--- src/rtl/vcp_pkg.sv ---
package vcp_pkg;

  typedef enum logic [1:0] {
    TGT_VRAM  = 2'd0,
    TGT_CRAM  = 2'd1,
    TGT_VSRAM = 2'd2,
    TGT_NONE  = 2'd3
  } tgt_e;

  typedef struct packed {
    tgt_e tgt;
    logic rd_ok;
    logic wr_ok;
  } acc_dec_t;

  // Maps the low four command code bits to a target and a direction.
  function automatic acc_dec_t decode_access(input logic [3:0] cd);
    acc_dec_t r;
    r.tgt   = TGT_NONE;
    r.rd_ok = 1'b0;
    r.wr_ok = 1'b0;
    case (cd)
      4'b0000: begin r.tgt = TGT_VRAM;  r.rd_ok = 1'b1; end
      4'b0001: begin r.tgt = TGT_VRAM;  r.wr_ok = 1'b1; end
      4'b1000: begin r.tgt = TGT_CRAM;  r.rd_ok = 1'b1; end
      4'b0011: begin r.tgt = TGT_CRAM;  r.wr_ok = 1'b1; end
      4'b0100: begin r.tgt = TGT_VSRAM; r.rd_ok = 1'b1; end
      4'b0101: begin r.tgt = TGT_VSRAM; r.wr_ok = 1'b1; end
      default: ;
    endcase
    return r;
  endfunction

endpackage

--- src/rtl/vcp_word_split.sv ---
module vcp_word_split #(
  parameter int WORD_W = 16
) (
  input  logic              clk,
  input  logic              rst_n,
  input  logic              ctl_wr,
  input  logic              ctl_long,
  input  logic [2*WORD_W-1:0] ctl_wdata,
  output logic              word_vld,
  output logic [WORD_W-1:0] word,
  output logic              busy
);

  logic              hold_q, hold_d;
  logic [WORD_W-1:0] low_q, low_d;
  logic              hold_en;

  always_comb begin
    hold_d  = ctl_wr & ctl_long & ~hold_q;
    low_d   = ctl_wdata[WORD_W-1:0];
    hold_en = hold_q | ctl_wr;
  end

  always_ff @(posedge clk or negedge rst_n) begin
    if (!rst_n) begin
      hold_q <= 1'b0;
      low_q  <= '0;
    end else if (hold_en) begin
      hold_q <= hold_d;
      low_q  <= low_d;
    end
  end

  always_comb begin
    word_vld = hold_q | ctl_wr;
    if (hold_q)
      word = low_q;
    else if (ctl_long)
      word = ctl_wdata[2*WORD_W-1:WORD_W];
    else
      word = ctl_wdata[WORD_W-1:0];
    busy = hold_q;
  end


  long_second_half_chk: assert property (@(posedge clk) disable iff (!rst_n)
    (ctl_wr && ctl_long && !hold_q) |=> (word_vld && busy));

endmodule

--- src/rtl/vcp_reg_bank.sv ---
module vcp_reg_bank #(
  parameter int NUM_REGS = 24,
  parameter int REG_W    = 8,
  parameter int IDX_W    = 5,
  parameter int INC_IDX  = 15
) (
  input  logic             clk,
  input  logic             rst_n,
  input  logic             wr_en,
  input  logic [IDX_W-1:0] wr_idx,
  input  logic [REG_W-1:0] wr_data,
  input  logic [IDX_W-1:0] rd_sel,
  output logic [REG_W-1:0] rd_data,
  output logic [REG_W-1:0] inc
);

  logic [NUM_REGS-1:0][REG_W-1:0] regs_q;
  logic [NUM_REGS-1:0]            sel_we;

  generate
    for (genvar i = 0; i < NUM_REGS; i++) begin : g_reg
      assign sel_we[i] = wr_en && (wr_idx == IDX_W'(i));
      always_ff @(posedge clk or negedge rst_n) begin
        if (!rst_n)
          regs_q[i] <= '0;
        else if (sel_we[i])
          regs_q[i] <= wr_data;
      end
    end
  endgenerate

  always_comb begin
    rd_data = '0;
    for (int i = 0; i < NUM_REGS; i++)
      if (rd_sel == IDX_W'(i))
        rd_data = regs_q[i];
  end

  assign inc = regs_q[INC_IDX];


  out_of_range_load_chk: assert property (@(posedge clk) disable iff (!rst_n)
    (wr_en && (32'(wr_idx) >= NUM_REGS)) |=> $stable(regs_q));

endmodule

--- src/rtl/vcp_cmd_track.sv ---
module vcp_cmd_track #(
  parameter int WORD_W = 16,
  parameter int CODE_W = 6,
  parameter int IDX_W  = 5,
  parameter int REG_W  = 8
) (
  input  logic                clk,
  input  logic                rst_n,
  input  logic                word_vld,
  input  logic [WORD_W-1:0]   word,
  input  logic                stat_rd,
  input  logic                dat_wr,
  input  logic                dat_rd,
  output logic                reg_we,
  output logic [IDX_W-1:0]    reg_idx,
  output logic [REG_W-1:0]    reg_data,
  output logic                ld_lo_en,
  output logic [WORD_W-3:0]   ld_lo,
  output logic                ld_hi_en,
  output logic [1:0]          ld_hi,
  output logic [CODE_W-1:0]   code
);

  localparam int TOP     = WORD_W - 1;
  localparam int LO_W    = WORD_W - 2;
  localparam int HI_CD_W = CODE_W - 2;

  logic              pending_q, pending_d;
  logic [CODE_W-1:0] code_q, code_d;
  logic              clr_req;
  logic              upd_en;

  always_comb begin
    pending_d = pending_q;
    code_d    = code_q;
    reg_we    = 1'b0;
    ld_lo_en  = 1'b0;
    ld_hi_en  = 1'b0;
    clr_req   = stat_rd | dat_wr | dat_rd;
    if (word_vld) begin
      if (pending_q) begin
        code_d[CODE_W-1:2] = word[HI_CD_W+3:4];
        ld_hi_en           = 1'b1;
        pending_d          = 1'b0;
      end else if (word[TOP:TOP-1] == 2'b10) begin
        reg_we = 1'b1;
      end else begin
        code_d[1:0] = word[TOP:TOP-1];
        ld_lo_en    = 1'b1;
        pending_d   = 1'b1;
      end
    end else if (clr_req) begin
      pending_d = 1'b0;
    end
    upd_en = word_vld | clr_req;
  end

  always_ff @(posedge clk or negedge rst_n) begin
    if (!rst_n) begin
      pending_q <= 1'b0;
      code_q    <= '0;
    end else if (upd_en) begin
      pending_q <= pending_d;
      code_q    <= code_d;
    end
  end

  assign reg_idx  = word[IDX_W+7:8];
  assign reg_data = word[REG_W-1:0];
  assign ld_lo    = word[LO_W-1:0];
  assign ld_hi    = word[1:0];
  assign code     = code_q;


  second_word_closes_chk: assert property (@(posedge clk) disable iff (!rst_n)
    (word_vld && pending_q) |=> !pending_q);


  second_word_not_reg_chk: assert property (@(posedge clk) disable iff (!rst_n)
    (word_vld && pending_q) |-> !reg_we);


  strobe_clears_chk: assert property (@(posedge clk) disable iff (!rst_n)
    (!word_vld && (stat_rd || dat_wr || dat_rd)) |=> !pending_q);

endmodule

--- src/rtl/vcp_port_ctl.sv ---
module vcp_port_ctl #(
  parameter int ADDR_W = 16,
  parameter int DATA_W = 16,
  parameter int REG_W  = 8
) (
  input  logic              clk,
  input  logic              rst_n,
  input  logic [3:0]        code_lo,
  input  logic [REG_W-1:0]  inc,
  input  logic              ld_lo_en,
  input  logic [ADDR_W-3:0] ld_lo,
  input  logic              ld_hi_en,
  input  logic [1:0]        ld_hi,
  input  logic              dat_wr,
  input  logic              dat_rd,
  input  logic [DATA_W-1:0] dat_wdata,
  output logic              rd_valid,
  output logic [DATA_W-1:0] rd_data,
  output logic              mem_req,
  output logic              mem_we,
  output logic [1:0]        mem_tgt,
  output logic [ADDR_W-1:0] mem_addr,
  output logic [DATA_W-1:0] mem_wdata,
  input  logic              mem_ack,
  input  logic [DATA_W-1:0] mem_rdata
);
  import vcp_pkg::*;

  localparam int LO_W = ADDR_W - 2;

  acc_dec_t          dec;
  logic              wr_ok, rd_ok, issue, is_wr;
  logic [ADDR_W-1:0] inc_ext;

  logic              req_q, req_d;
  logic              we_q;
  tgt_e              tgt_q;
  logic [ADDR_W-1:0] addr_q, wdat_q;
  logic [ADDR_W-1:0] ptr_q, ptr_d;
  logic              rv_q, rv_d;
  logic [DATA_W-1:0] rdat_q;
  logic              ptr_en, rd_cap;

  always_comb begin
    dec     = decode_access(code_lo);
    wr_ok   = dec.wr_ok;
    rd_ok   = dec.rd_ok;
    is_wr   = dat_wr & wr_ok;
    issue   = ~req_q & (is_wr | (dat_rd & rd_ok));
    inc_ext = {{(ADDR_W-REG_W){1'b0}}, inc};

    req_d = req_q;
    if (issue)
      req_d = 1'b1;
    else if (mem_ack)
      req_d = 1'b0;

    ptr_d = ptr_q;
    if (issue)
      ptr_d = ptr_q + inc_ext;
    if (ld_lo_en)
      ptr_d[LO_W-1:0] = ld_lo;
    if (ld_hi_en)
      ptr_d[ADDR_W-1:LO_W] = ld_hi;
    ptr_en = issue | ld_lo_en | ld_hi_en;

    rd_cap = req_q & mem_ack & ~we_q;
    rv_d   = rd_cap;
  end

  always_ff @(posedge clk or negedge rst_n) begin
    if (!rst_n) begin
      req_q <= 1'b0;
      rv_q  <= 1'b0;
    end else begin
      req_q <= req_d;
      rv_q  <= rv_d;
    end
  end

  always_ff @(posedge clk or negedge rst_n) begin
    if (!rst_n) begin
      we_q   <= 1'b0;
      tgt_q  <= TGT_VRAM;
      addr_q <= '0;
      wdat_q <= '0;
    end else if (issue) begin
      we_q   <= is_wr;
      tgt_q  <= dec.tgt;
      addr_q <= ptr_q;
      wdat_q <= dat_wdata;
    end
  end

  always_ff @(posedge clk or negedge rst_n) begin
    if (!rst_n)
      ptr_q <= '0;
    else if (ptr_en)
      ptr_q <= ptr_d;
  end

  always_ff @(posedge clk or negedge rst_n) begin
    if (!rst_n)
      rdat_q <= '0;
    else if (rd_cap)
      rdat_q <= mem_rdata;
  end

  assign mem_req   = req_q;
  assign mem_we    = we_q;
  assign mem_tgt   = tgt_q;
  assign mem_addr  = addr_q;
  assign mem_wdata = wdat_q;
  assign rd_valid  = rv_q;
  assign rd_data   = rdat_q;


  req_hold_chk: assert property (@(posedge clk) disable iff (!rst_n)
    (mem_req && !mem_ack) |=> (mem_req && $stable(mem_addr) && $stable(mem_we) && $stable(mem_tgt)));


  wrong_dir_chk: assert property (@(posedge clk) disable iff (!rst_n)
    (!mem_req && dat_wr && !dat_rd && !wr_ok) |=> !mem_req);


  ptr_step_chk: assert property (@(posedge clk) disable iff (!rst_n)
    (issue && !ld_lo_en && !ld_hi_en) |=> (ptr_q == $past(ptr_q) + $past(inc_ext)));


  req_addr_chk: assert property (@(posedge clk) disable iff (!rst_n)
    $rose(mem_req) |-> (mem_addr == $past(ptr_q)));


  rd_pulse_chk: assert property (@(posedge clk) disable iff (!rst_n)
    rd_valid |=> !rd_valid);

endmodule

--- src/rtl/vcp_cmd_decoder.sv ---
module vcp_cmd_decoder #(
  parameter int WORD_W   = 16,
  parameter int NUM_REGS = 24,
  parameter int REG_W    = 8,
  parameter int INC_IDX  = 15
) (
  input  logic                clk,
  input  logic                rst_n,
  input  logic                ctl_wr,
  input  logic                ctl_long,
  input  logic [2*WORD_W-1:0] ctl_wdata,
  output logic                ctl_busy,
  input  logic                stat_rd,
  input  logic                dat_wr,
  input  logic                dat_rd,
  input  logic [WORD_W-1:0]   dat_wdata,
  output logic                rd_valid,
  output logic [WORD_W-1:0]   rd_data,
  output logic                mem_req,
  output logic                mem_we,
  output logic [1:0]          mem_tgt,
  output logic [WORD_W-1:0]   mem_addr,
  output logic [WORD_W-1:0]   mem_wdata,
  input  logic                mem_ack,
  input  logic [WORD_W-1:0]   mem_rdata,
  input  logic [4:0]          reg_sel,
  output logic [REG_W-1:0]    reg_rdata,
  output logic                dma_flag,
  output logic                copy_flag
);

  localparam int IDX_W  = 5;
  localparam int CODE_W = 6;
  localparam int ADDR_W = WORD_W;

  logic [1:0] rst_sync_q;
  logic       core_rst_n;

  always_ff @(posedge clk or negedge rst_n) begin
    if (!rst_n)
      rst_sync_q <= 2'b00;
    else
      rst_sync_q <= {rst_sync_q[0], 1'b1};
  end
  assign core_rst_n = rst_sync_q[1];

  logic              word_vld;
  logic [WORD_W-1:0] word;
  logic              reg_we;
  logic [IDX_W-1:0]  reg_idx;
  logic [REG_W-1:0]  reg_data;
  logic              ld_lo_en, ld_hi_en;
  logic [ADDR_W-3:0] ld_lo;
  logic [1:0]        ld_hi;
  logic [CODE_W-1:0] code;
  logic [REG_W-1:0]  inc;

  vcp_word_split #(.WORD_W(WORD_W)) u_split (
    .clk(clk), .rst_n(core_rst_n),
    .ctl_wr(ctl_wr), .ctl_long(ctl_long), .ctl_wdata(ctl_wdata),
    .word_vld(word_vld), .word(word), .busy(ctl_busy)
  );

  vcp_cmd_track #(.WORD_W(WORD_W), .CODE_W(CODE_W), .IDX_W(IDX_W), .REG_W(REG_W)) u_cmd (
    .clk(clk), .rst_n(core_rst_n),
    .word_vld(word_vld), .word(word),
    .stat_rd(stat_rd), .dat_wr(dat_wr), .dat_rd(dat_rd),
    .reg_we(reg_we), .reg_idx(reg_idx), .reg_data(reg_data),
    .ld_lo_en(ld_lo_en), .ld_lo(ld_lo), .ld_hi_en(ld_hi_en), .ld_hi(ld_hi),
    .code(code)
  );

  vcp_reg_bank #(.NUM_REGS(NUM_REGS), .REG_W(REG_W), .IDX_W(IDX_W), .INC_IDX(INC_IDX)) u_regs (
    .clk(clk), .rst_n(core_rst_n),
    .wr_en(reg_we), .wr_idx(reg_idx), .wr_data(reg_data),
    .rd_sel(reg_sel), .rd_data(reg_rdata), .inc(inc)
  );

  vcp_port_ctl #(.ADDR_W(ADDR_W), .DATA_W(WORD_W), .REG_W(REG_W)) u_port (
    .clk(clk), .rst_n(core_rst_n),
    .code_lo(code[3:0]), .inc(inc),
    .ld_lo_en(ld_lo_en), .ld_lo(ld_lo), .ld_hi_en(ld_hi_en), .ld_hi(ld_hi),
    .dat_wr(dat_wr), .dat_rd(dat_rd), .dat_wdata(dat_wdata),
    .rd_valid(rd_valid), .rd_data(rd_data),
    .mem_req(mem_req), .mem_we(mem_we), .mem_tgt(mem_tgt),
    .mem_addr(mem_addr), .mem_wdata(mem_wdata),
    .mem_ack(mem_ack), .mem_rdata(mem_rdata)
  );

  assign dma_flag  = code[5];
  assign copy_flag = code[4];


  flags_move_with_word_chk: assert property (@(posedge clk) disable iff (!core_rst_n)
    (!word_vld) |=> ($stable(dma_flag) && $stable(copy_flag)));

endmodule

--- config.mk ---
export PLATFORM = sky130hd
export DESIGN_NAME = vcp_cmd_decoder
export DESIGN_NICKNAME = d
export VERILOG_FILES = /design/src/rtl/vcp_pkg.sv /design/src/rtl/vcp_word_split.sv /design/src/rtl/vcp_reg_bank.sv /design/src/rtl/vcp_cmd_track.sv /design/src/rtl/vcp_port_ctl.sv /design/src/rtl/vcp_cmd_decoder.sv
export SDC_FILE = /design/constraint.sdc
export NUM_CORES = 1
export LEC_CHECK = 0
export BUFFER_PORTS_ARGS = -buffer_cell sky130_fd_sc_hd__clkbuf_2
export CORE_MARGIN = 2
export CORE_UTILIZATION = 60
export CTS_CLUSTER_SIZE = 40
export DETAILED_ROUTE_END_ITERATION = 10
export PLACE_DENSITY = 0.92
export SETUP_SLACK_MARGIN = 0.5
export SLEW_MARGIN = 30
export SYNTH_ARGS = -nofsm -noshare
export SYNTH_HDL_FRONTEND = slang
export SYNTH_SLANG_ARGS = --single-unit
--- constraint.sdc ---
create_clock -name clk -period 16.66 [get_ports clk]
set_input_delay 3.332 -clock clk [delete_from_list [all_inputs] [get_ports clk]]
set_output_delay 3.332 -clock clk [all_outputs]
set_load 0.01 [all_outputs]
After elaboration in Yosys (flattened, before gate mapping)
Cells that the tools add are included.
- register bits: 287
- input port bits: 77
- output and inout bits: 64
- word-level logic and storage cells: 196
- add/sub/neg operators: 1
- equality and inequality tests: 52
- mux-type cells: 44
- bitwise logic cells: 19
- reduce and logical (&&, ||, !) cells: 41
- operator list (kind ; count):
    8-bit two-way mux ; 24
    5-bit by 4-bit == test with 1-bit output (second input constant) ; 16
    5-bit == test (second input constant) ; 16
    16-bit two-way mux ; 3
    5-bit by 3-bit == test with 1-bit output (second input constant) ; 8
    1-bit logical AND ; 24
    5-bit by 2-bit == test with 1-bit output (second input constant) ; 4
    16-bit by 8-bit adder with 16-bit output ; 1
    1-bit two-way mux ; 14
    14-bit two-way mux ; 1
    5-bit by 1-bit == test with 1-bit output (second input constant) ; 2
    5-bit logical NOT ; 2
    4-bit by 3-bit == test with 1-bit output (second input constant) ; 2
    2-bit nonzero test ; 4
    1-bit bitwise AND ; 7
    1-bit bitwise OR ; 7
    2-bit case mux with 3 select lines ; 1
    2-bit AND reduction ; 3
    2-bit OR reduction ; 3
    3-bit OR reduction ; 2
    1-bit inverter ; 5
    4-bit by 1-bit == test with 1-bit output (second input constant) ; 1
    4-bit by 2-bit == test with 1-bit output (second input constant) ; 1
    4-bit == test (second input constant) ; 1
    5 further kinds ; 5

Logic depth before layout (Yosys ltp)
- depth in word-level cells: 25
- mapped depth: 10
- gate-level depth less buffers: 9

Cells and area by module
Synthesis repeated with hierarchy kept, for this count alone.
- cell total of the unflattened synthesis: 1231
- area total of the unflattened synthesis: 14405.1 um2
- modules (own cells, without submodules) (module ; times used ; cells an instance ; area an instance (um2) ; seq. area each (um2)):
    vcp_reg_bank ; 1 ; 796 ; 9584.2 ; 4804.6
    vcp_port_ctl ; 1 ; 289 ; 3200.6 ; 1726.7
    vcp_word_split ; 1 ; 91 ; 1039.7 ; 425.4
    vcp_cmd_track ; 1 ; 52 ; 526.8 ; 175.2
    vcp_cmd_decoder ; 1 ; 3 ; 53.8 ; 50.0

Least setup slack after synthesis
OpenSTA, ideal clock, no wires.
- path kind: input to output
- from: input port reg_sel[0]
- to: output port reg_rdata[3]
- arrival time: 5152 ps
- data required time: 13328 ps
- path slack: 8176 ps
- cell stages on the path: 8
- buffers on the path: 4
- path through: buf_2 buf_1 buf_2 buf_2 nor2_1 o32ai_1 o211ai_1 o21ai_0
- longest elaborated chain between the ends: 25
- elaborated cells between the ends (all ways): 48
- those cells by class: eq/ne: 23; mux: 24; reduce/logical: 1
- ends and longest elaborated chain (item ; RTL line ; text):
    start: declaration ; vcp_cmd_decoder.sv:26 ; input logic [4:0] reg_sel,
    5-bit logical NOT ; vcp_reg_bank.sv:35 ; if (rd_sel == IDX_W'(i))
    8-bit two-way mux (23 in series) ; vcp_reg_bank.sv:35 ;
    8-bit two-way mux (*) ; vcp_reg_bank.sv:35 ;
    end: declaration ; vcp_cmd_decoder.sv:27 ; output logic [REG_W-1:0] reg_rdata,
Every way passes the cells marked *; elsewhere a longest branch is shown, timed or not.

Final worst setup path
- from: input port reg_sel[0]
- to: output port reg_rdata[2]
Same word-level chain as after synthesis.

==> metrics.csv <==
stage;metric;value;unit
floorplan;Die Area;24600;um2
sta;final setup vio count;0;
worst_setup_path;most numerous cell on the critical path;buf_4;
power;Comb power frac;0.230;
sta;RSZ-0062 raised after global routing;false;
routing;Initial DRC Count;1058;
logic_synthesis;Mean Syn Cell Area;11.8;um2
power;Pwr Density;136;nW/um2
sta;Final Hold Vio Count;0;
power;Clock Power Share;0.336;
sta;Relative slew margins;0.304;
cts;Max Buffers Root-to-Sink;3;
power;Switch Pwr;0.000668;W
power;Max IR drop VDD;0.104;mV
cells_and_area;area of the multi-input gates;6540;um2
routing;post-DR wirelength/cell;23.1;um
global_route;GRT Util Overall;0.307;
placed_design;Placer Congestion;0.979;
sta;Slew @ Worst Pin;1040;ps
power;Internal Power;0.00152;W
cts;H-tree levels;1;
placed_design;DP Area;15000;um2
floorplan;Ports;141;
cells_and_area;Design Area, Final;16100;um2
cts;clock net sink count;287;
sta;post-layout min period;9740;ps
floorplan;Die Ht;157;um
min_path;class of the worst hold path;flop to flop;
power;Seq pwr share;0.434;
routing;total wire length;37800;um
placed_design;Port Buf Inserts;140;
cells_and_area;nets;1389;
routing;Residual DRC;0;
cells_and_area;proportion of layout cells with a drive suffix above 1;0.378;
global_route;largest net degree at the start of global routing;83;
placed_design;DP HPWL;24500;um
cts;TritonCTS clock tree;yes;
global_route;first-pass GRT wire length;58500;um
logic_synthesis;#FFs+latches synth;287;
routing;Vias;10500;
worst_setup_path;Buf/Inv on CP;3;
cts;setup bufs post-CTS;0;
global_route;Overflow after GRT;0;
worst_setup_path;worst setup path class;input port to output pin;
floorplan;DIE WIDTH;157;um
sta;setup total negative slack;0;ps
routing;vias per std cell;6.43;
worst_setup_path;CP endpoint kind;output pin;
logic_synthesis;synth unique cells;71;
worst_setup_path;Crit path max-delay family;buffers and inverters;
sta;Slew Viols, Final;0;
logic_synthesis;ys async rst share;1.00;
job;max cap viols;0;
cells_and_area;Antenna diodes;0;
global_route;initial antenna violation count;0;
worst_setup_path;CP cell instances;buf_4 > buf_4 > nor2b_1 > a22o_1 > a22oi_1 > a221oi_1 > nor3_1 > o21ai_0 > clkbuf_2;
worst_setup_path;Setup crit start kind;input port;
floorplan;row cnt;55;
logic_synthesis;Post-synth EDFFs;0;
cts;Post-CTS Resized;0;
logic_synthesis;Post-Synthesis Cells;1190;
logic_synthesis;Post-Syn Area;14000;um2
routing;Detailed Routing Iterations Pass 1;6;
cells_and_area;synthesis-to-finish area growth;14.7;%
logic_synthesis;yosys warns;0;
worst_setup_path;Crit-path slowest cell;buf_4;
sta;fmax;103;MHz
status;outcome;finished, final reports clean;
cells_and_area;Post-Route Utilization;0.707;
cells_and_area;most frequent cells in the layout;dfrtp_1 (286), mux2_2 (237), clkbuf_2 (139);
worst_setup_path;Worst EP required;13330;ps
power;switching part of the total;0.305;
logic_synthesis;Synth Flop Type;dfrtp_1;
cells_and_area;fill count;1540;
logic_synthesis;sequential fraction of the synthesis area;0.511;
cts;CTS Hold Bufs;0;
floorplan;Initial Utilization;0.617;
logic_synthesis;Mapped Nets;1276;
cts;Worst-Skew Late Latency;560;ps
sta;final period utilization;0.585;
power;Leak;7.75;nW
floorplan;Core Area;22800;um2
cts;Num CTS Buffers;30;
sta;Clock Skew;16.6;ps
global_route;vias in the first global route;10500;
routing;Antenna Nets Post-Route;0;
cts;Clock Tree Root;clkbuf_16;
cells_and_area;most common cell after layout, fill and taps aside;dfrtp_1;
worst_setup_path;critical-path maximum fanout;61;
worst_setup_path;CP max stage delay;670;ps
cells_and_area;Register Area;7190;um2
cts;Clock Pin Slew Worst Setup and Hold Paths;60;ps
worst_setup_path;critical path arrival;6410;ps
power by group through the flow:
| stage | combinational [W] | clock, W | sequential, W |
|---|---|---|---|
| CTS | 0.000503 | 0.000744 | 0.000947 |
| finish | 0.000504 | 0.000736 | 0.000951 |
| global placement | 0.000472 | 0 | 0.000946 |
| floorplan | 0.000296 | 0 | 0.000968 |
| detailed placement | 0.000495 | 0 | 0.000956 |
| global route | 0.000549 | 0.000770 | 0.000967 |
kinds of logic after synthesis:
group / count (synthesis) / synth area share
buffers and inverters: 89 / 0.0267
muxes: 307 / 0.253
adders and majority gates: 9 / 0.00855
and+or+nand+nor: 271 / 0.0961
DFF: 287 / 0.511
other: 1 / 0.000267
xor gates and xnor gates: 11 / 0.00686
AOI/OAI and AO/OA: 215 / 0.0970
per-stage QoR:
step	setup WS, ps	std cells	power, W	hold WS, ps
2_1_floorplan	8070	1190	0.00126	331
3_3_place_gp	7110	1584	0.00142	335
3_5_place_dp	7080	1584	0.00145	339
4_1_cts	7080	1639	0.00219	354
5_1_grt	6770	1639	0.00228	370
6_report	6920	1639	0.00219	350
final cells by class:
type	instances	area share
Sequential cell	287	0.446
Multi-Input combinational cell	814	0.406
Timing Repair Buffer	158	0.0527
Clock buffer	35	0.0496
Tap cell	313	0.0243
Clock inverter	20	0.0188
Inverter	12	0.00280
final timing paths:
check / startpoint / to / slack [ps] / cells past startpoint
worst max-delay path: reg_sel[0] / reg_rdata[2] / 6920 / 9
worst min-delay path: rst_sync_q[0] / rst_sync_q[1] / 350 / 0
worst max register to register: u_split.busy / u_regs.regs_q[65] / 13090 / 6
worst min register to register: rst_sync_q[0] / rst_sync_q[1] / 350 / 0
max in group asynchronous: rst_n / rst_sync_q[1] / 14000 / 1
min in group asynchronous: rst_sync_q[1] / u_regs.regs_q[30] / 380 / 0
registers in the layout, indices dropped and copies added, names as in the netlist:
signal / flops
u_regs.regs_q: 184
u_port.rd_data: 16
rst_sync_q: 2
u_split.low_q: 16
u_cmd.pending_q: 1
u_regs.inc: 8
u_port.mem_wdata: 16
u_port.rd_valid: 1
u_port.mem_tgt: 2
u_port.mem_we: 1
u_cmd.code: 6
u_port.mem_addr: 16
u_port.mem_req: 1
u_port.ptr_q: 16
u_split.busy: 1
cell usage after synthesis (all sizes together), types with 8 or more instances:
master  instances  area share
nor3           16      0.0071
ha              8      0.0071
dfrtp         287        0.51
nand3          28       0.010
o221ai          8      0.0050
inv            11      0.0029
nor2b          15      0.0067
and3            9      0.0040
mux2          254        0.21
nor2           53       0.014
nand2         101       0.027
mux2i          46       0.034
a21oi          51       0.018
o21ai          63       0.022
o22ai          11      0.0049
a211oi         15      0.0080
nand2b         10      0.0045
clkbuf         49       0.013
buf            28       0.010
per-layer routing:
metal  vias up  wire length, um  global-route usage
met2       563            17900               0.506
li1       4558                -                   -
met1      5270            15100               0.404
met3       141             2960              0.0512
met4         0             1830               0.132
met5         -                0                   0
(Power assumes the default switching activity.)
